<file path="config.mk">
export PLATFORM = sky130hd
export DESIGN_NAME = xlat_table_updater
export DESIGN_NICKNAME = d
export VERILOG_FILES = /design/src/rtl/xlat_upd_pkg.sv /design/src/rtl/xlat_upd_table.sv /design/src/rtl/xlat_upd_dpath.sv /design/src/rtl/xlat_upd_ctrl.sv /design/src/rtl/xlat_table_updater.sv
export SDC_FILE = /design/constraint.sdc
export NUM_CORES = 2
export LEC_CHECK = 0
export ABC_AREA = 0
export BUFFER_PORTS_ARGS = -buffer_cell sky130_fd_sc_hd__buf_2
export CORE_MARGIN = 1
export CORE_UTILIZATION = 40
export CTS_CLUSTER_DIAMETER = 40
export DETAILED_ROUTE_END_ITERATION = 8
export PLACE_DENSITY = 0.59
export SLEW_MARGIN = 20
export SYNTH_ARGS = -nofsm -noshare
export SYNTH_HDL_FRONTEND = slang
export SYNTH_SLANG_ARGS = --single-unit
</file>
<file path="constraint.sdc">
create_clock -name clk -period 17.1 [get_ports clk]
set_input_delay 1.71 -clock clk [delete_from_list [all_inputs] [get_ports clk]]
set_output_delay 1.71 -clock clk [all_outputs]
set_load 0.01 [all_outputs]
</file>
<file path="src/rtl/xlat_upd_pkg.sv">
package xlat_upd_pkg;

  typedef enum logic [1:0] {
    OP_PUT  = 2'd0,
    OP_GET  = 2'd1,
    OP_FILL = 2'd2,
    OP_LIST = 2'd3
  } op_e;

  typedef enum logic [1:0] {
    PERM_NONE = 2'd0,
    PERM_RD   = 2'd1,
    PERM_WR   = 2'd2,
    PERM_RW   = 2'd3
  } perm_e;

  // control -> datapath
  typedef struct packed {
    logic load;     // capture the command
    logic fetch;    // capture a list word
    logic write;    // store current value at current index
    logic read;     // capture entry at current index
    logic advance;  // next page, next entry
  } strobe_t;

  // datapath -> control
  typedef struct packed {
    logic idOk;
    logic limitOk;
    logic zeroCnt;
    logic idxOk;
    logic lastOne;
  } flags_t;

  localparam logic STAT_OK    = 1'b0;
  localparam logic STAT_PARAM = 1'b1;

  function automatic logic [63:0] swapBytes(input logic [63:0] w);
    logic [63:0] r;
    for (int b = 0; b < 8; b++) begin
      r[8*b +: 8] = w[8*(7-b) +: 8];
    end
    return r;
  endfunction

endpackage

</file>
<file path="src/rtl/xlat_upd_table.sv">
module xlat_upd_table #(
  parameter int DEPTH = 16,
  parameter int WIDTH = 64,
  localparam int IDX_W = (DEPTH > 1) ? $clog2(DEPTH) : 1
) (
  input  logic             clk,
  input  logic             rstN,
  input  logic             wrEn,
  input  logic [IDX_W-1:0] wrIdx,
  input  logic [WIDTH-1:0] wrData,
  input  logic [IDX_W-1:0] rdIdx,
  output logic [WIDTH-1:0] rdData
);

  logic [WIDTH-1:0] slot [DEPTH];

  for (genvar g = 0; g < DEPTH; g++) begin : g_slot
    always_ff @(posedge clk) begin
      if (!rstN) begin
        slot[g] <= '0;
      end else if (wrEn && (wrIdx == IDX_W'(g))) begin
        slot[g] <= wrData;
      end
    end
  end

  assign rdData = slot[rdIdx];

endmodule

</file>
<file path="src/rtl/xlat_upd_dpath.sv">
module xlat_upd_dpath
  import xlat_upd_pkg::*;
#(
  parameter int MAX_ENTRIES = 16,
  parameter int CNT_W       = 16,
  parameter int SHIFT_W     = 6,
  parameter int MAX_LIST    = 512,
  parameter int LIST_ALIGN  = 12,
  localparam int IDX_W  = (MAX_ENTRIES > 1) ? $clog2(MAX_ENTRIES) : 1,
  localparam int ECNT_W = IDX_W + 1
) (
  input  logic              clk,
  input  logic              rstN,
  input  strobe_t           strb,
  input  logic [1:0]        cmdOp,
  input  logic [63:0]       cmdTableId,
  input  logic [63:0]       cmdIoAddr,
  input  logic [63:0]       cmdValue,
  input  logic [CNT_W-1:0]  cmdCount,
  input  logic [31:0]       cfgTableId,
  input  logic [63:0]       cfgBusOffset,
  input  logic [SHIFT_W-1:0] cfgPageShift,
  input  logic [ECNT_W-1:0] cfgEntryCount,
  input  logic [63:0]       memData,
  output op_e               opCur,
  output flags_t            flags,
  output logic [63:0]       memAddr,
  output logic [63:0]       rdData,
  output logic [63:0]       noteIova,
  output logic [63:0]       noteTarget,
  output logic [63:0]       noteMask,
  output logic [1:0]        notePerm
);

  logic [63:0]      tidR, ioR, valR, curVal, rdR;
  logic [CNT_W-1:0] cntR, doneCnt, doneCntNext;
  op_e              opR;

  logic [63:0] pageSize, pageMask, winOffs, idxFull, tblRd;
  logic [IDX_W-1:0] idx;

  assign pageSize = 64'd1 << cfgPageShift;
  assign pageMask = ~(pageSize - 64'd1);
  assign winOffs  = ioR - cfgBusOffset;
  assign idxFull  = winOffs >> cfgPageShift;
  assign idx      = idxFull[IDX_W-1:0];
  assign doneCntNext = doneCnt + CNT_W'(1);

  always_ff @(posedge clk) begin
    if (!rstN) begin
      opR     <= OP_PUT;
      tidR    <= '0;
      ioR     <= '0;
      valR    <= '0;
      cntR    <= '0;
      doneCnt <= '0;
      curVal  <= '0;
      rdR     <= '0;
    end else begin
      if (strb.load) begin
        opR     <= op_e'(cmdOp);
        tidR    <= cmdTableId;
        ioR     <= cmdIoAddr & pageMask;
        valR    <= cmdValue;
        cntR    <= cmdCount;
        doneCnt <= '0;
        curVal  <= cmdValue;
        rdR     <= '0;
      end
      if (strb.fetch) begin
        curVal <= swapBytes(memData);
      end
      if (strb.read) begin
        rdR <= tblRd;
      end
      if (strb.advance) begin
        doneCnt <= doneCntNext;
        ioR     <= ioR + pageSize;
      end
    end
  end

  xlat_upd_table #(
    .DEPTH (MAX_ENTRIES),
    .WIDTH (64)
  ) u_table (
    .clk    (clk),
    .rstN   (rstN),
    .wrEn   (strb.write),
    .wrIdx  (idx),
    .wrData (curVal),
    .rdIdx  (idx),
    .rdData (tblRd)
  );

  always_comb begin
    flags.idOk    = (tidR[63:32] == 32'd0) && (tidR[31:0] == cfgTableId);
    flags.zeroCnt = (cntR == '0);
    flags.idxOk   = (idxFull < 64'(cfgEntryCount)) && (idxFull < 64'(MAX_ENTRIES));
    flags.lastOne = (doneCntNext == cntR);
    unique case (opR)
      OP_LIST: flags.limitOk = (cntR != '0) &&
                               (32'(cntR) <= 32'(MAX_LIST)) &&
                               (valR[LIST_ALIGN-1:0] == '0);
      OP_FILL: flags.limitOk = (32'(cntR) <= 32'(cfgEntryCount));
      default: flags.limitOk = 1'b1;
    endcase
  end

  assign opCur      = opR;
  assign memAddr    = valR + (64'(doneCnt) << 3);
  assign rdData     = rdR;
  assign noteIova   = winOffs & pageMask;
  assign noteTarget = curVal & pageMask;
  assign noteMask   = ~pageMask;
  assign notePerm   = curVal[1:0];

endmodule

</file>
<file path="src/rtl/xlat_upd_ctrl.sv">
module xlat_upd_ctrl
  import xlat_upd_pkg::*;
(
  input  logic    clk,
  input  logic    rstN,
  input  logic    cmdValid,
  input  op_e     opCur,
  input  flags_t  flags,
  input  logic    memAck,
  output strobe_t strb,
  output logic    busy,
  output logic    doneValid,
  output logic    doneStatus,
  output logic    memReq
);

  typedef enum logic [2:0] {
    S_IDLE, S_CHECK, S_FETCH, S_STEP, S_DONE
  } state_e;

  state_e state, stateNext;
  logic   statR, statNext;

  always_ff @(posedge clk) begin
    if (!rstN) begin
      state <= S_IDLE;
      statR <= STAT_OK;
    end else begin
      state <= stateNext;
      statR <= statNext;
    end
  end

  always_comb begin
    stateNext = state;
    statNext  = statR;
    strb      = '0;
    memReq    = 1'b0;
    unique case (state)
      S_IDLE: begin
        if (cmdValid) begin
          strb.load = 1'b1;
          stateNext = S_CHECK;
        end
      end
      S_CHECK: begin
        if (!flags.idOk || !flags.limitOk) begin
          statNext  = STAT_PARAM;
          stateNext = S_DONE;
        end else if (opCur == OP_FILL && flags.zeroCnt) begin
          statNext  = STAT_OK;
          stateNext = S_DONE;
        end else if (opCur == OP_LIST) begin
          stateNext = S_FETCH;
        end else begin
          stateNext = S_STEP;
        end
      end
      S_FETCH: begin
        memReq = 1'b1;
        if (memAck) begin
          strb.fetch = 1'b1;
          stateNext  = S_STEP;
        end
      end
      S_STEP: begin
        if (!flags.idxOk) begin
          statNext  = STAT_PARAM;
          stateNext = S_DONE;
        end else if (opCur == OP_GET) begin
          strb.read = 1'b1;
          statNext  = STAT_OK;
          stateNext = S_DONE;
        end else if (opCur == OP_PUT) begin
          strb.write = 1'b1;
          statNext   = STAT_OK;
          stateNext  = S_DONE;
        end else begin
          strb.write   = 1'b1;
          strb.advance = 1'b1;
          if (flags.lastOne) begin
            statNext  = STAT_OK;
            stateNext = S_DONE;
          end else if (opCur == OP_LIST) begin
            stateNext = S_FETCH;
          end else begin
            stateNext = S_STEP;
          end
        end
      end
      S_DONE: begin
        stateNext = S_IDLE;
      end
      default: stateNext = S_IDLE;
    endcase
  end

  assign busy       = (state != S_IDLE);
  assign doneValid  = (state == S_DONE);
  assign doneStatus = statR;

endmodule

</file>
<file path="src/rtl/xlat_table_updater.sv">
module xlat_table_updater
  import xlat_upd_pkg::*;
#(
  parameter int MAX_ENTRIES = 16,
  parameter int CNT_W       = 16,
  parameter int SHIFT_W     = 6,
  parameter int MAX_LIST    = 512,
  parameter int LIST_ALIGN  = 12,
  localparam int IDX_W  = (MAX_ENTRIES > 1) ? $clog2(MAX_ENTRIES) : 1,
  localparam int ECNT_W = IDX_W + 1
) (
  input  logic               clk,
  input  logic               rstN,
  input  logic [31:0]        cfgTableId,
  input  logic [63:0]        cfgBusOffset,
  input  logic [SHIFT_W-1:0] cfgPageShift,
  input  logic [ECNT_W-1:0]  cfgEntryCount,
  input  logic               cmdValid,
  input  logic [1:0]         cmdOp,
  input  logic [63:0]        cmdTableId,
  input  logic [63:0]        cmdIoAddr,
  input  logic [63:0]        cmdValue,
  input  logic [CNT_W-1:0]   cmdCount,
  output logic               busy,
  output logic               doneValid,
  output logic               doneStatus,
  output logic [63:0]        doneData,
  output logic               memReq,
  output logic [63:0]        memAddr,
  input  logic               memAck,
  input  logic [63:0]        memData,
  output logic               noteValid,
  output logic [63:0]        noteIova,
  output logic [63:0]        noteTarget,
  output logic [63:0]        noteMask,
  output logic [1:0]         notePerm
);

  strobe_t strb;
  flags_t  flags;
  op_e     opCur;

  xlat_upd_ctrl u_ctrl (
    .clk        (clk),
    .rstN       (rstN),
    .cmdValid   (cmdValid),
    .opCur      (opCur),
    .flags      (flags),
    .memAck     (memAck),
    .strb       (strb),
    .busy       (busy),
    .doneValid  (doneValid),
    .doneStatus (doneStatus),
    .memReq     (memReq)
  );

  xlat_upd_dpath #(
    .MAX_ENTRIES (MAX_ENTRIES),
    .CNT_W       (CNT_W),
    .SHIFT_W     (SHIFT_W),
    .MAX_LIST    (MAX_LIST),
    .LIST_ALIGN  (LIST_ALIGN)
  ) u_dpath (
    .clk           (clk),
    .rstN          (rstN),
    .strb          (strb),
    .cmdOp         (cmdOp),
    .cmdTableId    (cmdTableId),
    .cmdIoAddr     (cmdIoAddr),
    .cmdValue      (cmdValue),
    .cmdCount      (cmdCount),
    .cfgTableId    (cfgTableId),
    .cfgBusOffset  (cfgBusOffset),
    .cfgPageShift  (cfgPageShift),
    .cfgEntryCount (cfgEntryCount),
    .memData       (memData),
    .opCur         (opCur),
    .flags         (flags),
    .memAddr       (memAddr),
    .rdData        (doneData),
    .noteIova      (noteIova),
    .noteTarget    (noteTarget),
    .noteMask      (noteMask),
    .notePerm      (notePerm)
  );

  assign noteValid = strb.write;

endmodule

</file>
==> metrics.csv <==
metric,value,unit
status,"finished, final reports clean",
max_freq,85.0,MHz
grt_pass1_vias,72100,
max_slew.worst_pin.slew,1.24,ns
arrival,12.17,ns
hold_class,reg2reg,
cts_setup_buffers,0,
tns,0,ns
muxShareOfSynthArea,0.0110,
ant_nets,0,
dp_cells,11600,
setup_viol,0,
seq_area_frac_synth,0.463,
ys_types,99,
cts_buffer_depth,3,
nets,9696,
rsz0062_at_grt,no,
synth_flop_cell,edfxtp_1,
hold_ws,0.456,ns
core,203000,µm²
slew_viol_final,0,
drt_wl_total,391000,µm
via_count,76400,
drc,0,
synth_top_family_by_area,simple AND/OR/NAND/NOR gates,
cp_top_family,simple AND/OR/NAND/NOR gates,
ir_drop,0.000112,V
cpMaxStageDelayCell,nor4_1,
wl_per_cell,32.4,µm
rows,165,
power_density,113,nW/µm²
cap_violations,0,
finalHoldViolCount,0,
ctsHoldBuffers,0,
antenna_found_initial,66,
cts_inserted_buffers,218,
cts_sinks,1382,
synth_xor_area_frac,0.0233,
fp.dieH,455,µm
post_layout_nonfiller_instances,12100,
avgSynthCellArea,9.29,µm²
track_usage,0.367,
fillCellCount,19400,
clk_latency,0.88,ns
synthAdderAreaFrac,0.0243,
yosys_warnings,0,
path_buf_inv,5,
place_congestion,1.08,
ctsResizeCount,0,
synth_edf_count,1024,
yosys.area_share.simple,0.259,
viasPerCell,6.33,
syn_inst,8813,
initial_core_util,0.404,
cts_root_buf,clkbuf_16,
layout-drive-gt1-share,0.215,
min_period,11.76,ns
synth_compound_gate_area_share,0.168,
cts_tree,yes,
end_kind,flop,
max-slew-margin-rel,0.171,
async_flop_share,0,
die_area,207000,µm²
grt_overflow,0,
io_buffer_count,710,
critPathMaxStageDelay,1.16,ns
io_pins,712,
area_growth,16.3,%
dp_hpwl,269000,µm
synth_seq_cells,1382,
worstPathRequired,17.51,ns
grt_pass1_wl,543000,µm
path_clk_slew,0.05,ns
critical_path_class,in2reg,
grt_max_degree,201,
dr.first_iter.drc_count,9682,
synth_area,81900,µm²
cts_max_level,4,
cp_max_fo,48,
syn_nets,9355,
die_w,455,µm
post-route-period-util,0.688,
crit_path_start_kind,input pin,
firstDrtPassIters,6,
skew,0.0848,ns
leakage,34.6,nW
metrics by stage:
stage / power [W] / cell area (µm²) / setup WS [ns] / util
floorplan: 0.00521 / 81900 / 4.34 / -
global placement: 0.00611 / 87300 / 4.78 / 0.431
detailed placement: 0.00611 / 87300 / 4.89 / 0.431
CTS: 0.0108 / 95100 / 5.72 / 0.469
global route: 0.0111 / 95200 / 5.23 / 0.470
finish: 0.0108 / 95300 / 5.34 / 0.470
cell families (layout without fill, tap and decap cells):
| group | Yosys count | after routing |
|---|---|---|
| mux | 71 | 71 |
| fa+ha+maj | 157 | 157 |
| buf+inv | 976 | 1514 |
| compound gates | 2053 | 2053 |
| flops | 1382 | 1382 |
| xor+xnor | 218 | 218 |
| other cells | 1 | 40 |
| simple gates | 3955 | 3955 |
layer usage:
| layer | track usage | vias to the layer above | wire (µm) |
|---|---|---|---|
| met1 | 0.462 | 37700 | 150000 |
| met3 | 0.0821 | 972 | 36800 |
| met5 | 0.00233 | - | 343 |
| li1 | - | 33200 | - |
| met2 | 0.543 | 4441 | 169000 |
| met4 | 0.285 | 54 | 34900 |
synthesized netlist by cell type, drive strengths merged (22+ instances only):
cell,instances,area (µm²)
xor2,86,753
buf,188,1280
nor4,55,344
nor2b,47,294
a21o,81,608
inv,186,698
nor2,753,2830
nand2,1393,5230
xnor2,132,1160
or3,22,138
nor3,844,7040
nand3,184,963
clkbuf,601,2260
and3,323,2020
and2,53,332
o21ai,228,1140
nand4,93,588
a211o,25,219
mux2i,37,370
a211oi,364,2740
a2111oi,22,206
or2,24,150
o211ai,46,345
o21a,42,315
dfxtp,358,7170
a21oi,482,2420
o22a,129,1130
edfxtp,1024,30700
a31oi,366,2290
ha,154,1930
nand3b,83,623
final cells by class:
cell class | count | area, µm² | share of cell area
tap | 2672 | 3340 | 0.0351
timing repair buffer | 910 | 5220 | 0.0548
sequential | 1382 | 37900 | 0.398
inverter | 187 | 709 | 0.00745
clock inverter | 151 | 1890 | 0.0198
multi-input combinational | 6455 | 40200 | 0.422
clock buffer | 266 | 5920 | 0.0622
antenna | 39 | 97.6 | 0.00102
tightest hold or removal path, cell delays in order, from the launching register on:
cell and delay (ns):
dfxtp_1 0.31, nand2_1 0.05, a21oi_1 0.05
cell usage in the layout, fill, tap and decap left out, types with 42 or more instances in the layout:
cell and instances:
edfxtp_1 1024, nand3_1 178, nand4_1 92, nor4_1 52
a211oi_1 362, o21a_1 42, nand3b_1 83, buf_4 189
clkbuf_16 224, a21oi_1 477, o22a_1 129, o21ai_0 191
inv_1 184, nor3_1 281, nor2b_1 47, and3_1 323
nor3_2 563, nor2_1 746, a31oi_1 364, o211ai_1 46
ha_1 154, xnor2_1 129, a21o_1 81, dfxtp_1 358
buf_2 708, and2_1 50, xor2_1 86, nand2_1 1389
flip-flops by register name, summed over array words and instances (netlist names):
signal and count:
u_ctrl.doneStatus 1, u_ctrl.state 3, u_dpath.cntR 16, u_dpath.curVal 64
u_dpath.doneCnt 16, u_dpath.ioR 64, u_dpath.opCur 2, u_dpath.rdData 64
u_dpath.tidR 64, u_dpath.u_table.slot 1024, u_dpath.valR 64
report_power, final:
group	switching (W)	internal (W)
Clock	0.00176	0.00292
Combinational	0.00167	0.000602
Sequential	0.000114	0.00373
final timing paths:
path / to / startpoint / cells after the start / slack [ns]
min reg2reg: u_dpath.tidR[39] / u_dpath.tidR[39] / 2 / 0.46
min: u_dpath.tidR[39] / u_dpath.tidR[39] / 2 / 0.46
max: u_dpath.u_table.slot[0][10] / cfgBusOffset[27] / 27 / 5.34
max reg2reg: u_dpath.u_table.slot[0][10] / u_dpath.ioR[27] / 25 / 5.88
Power figures use the tool's default switching activity.
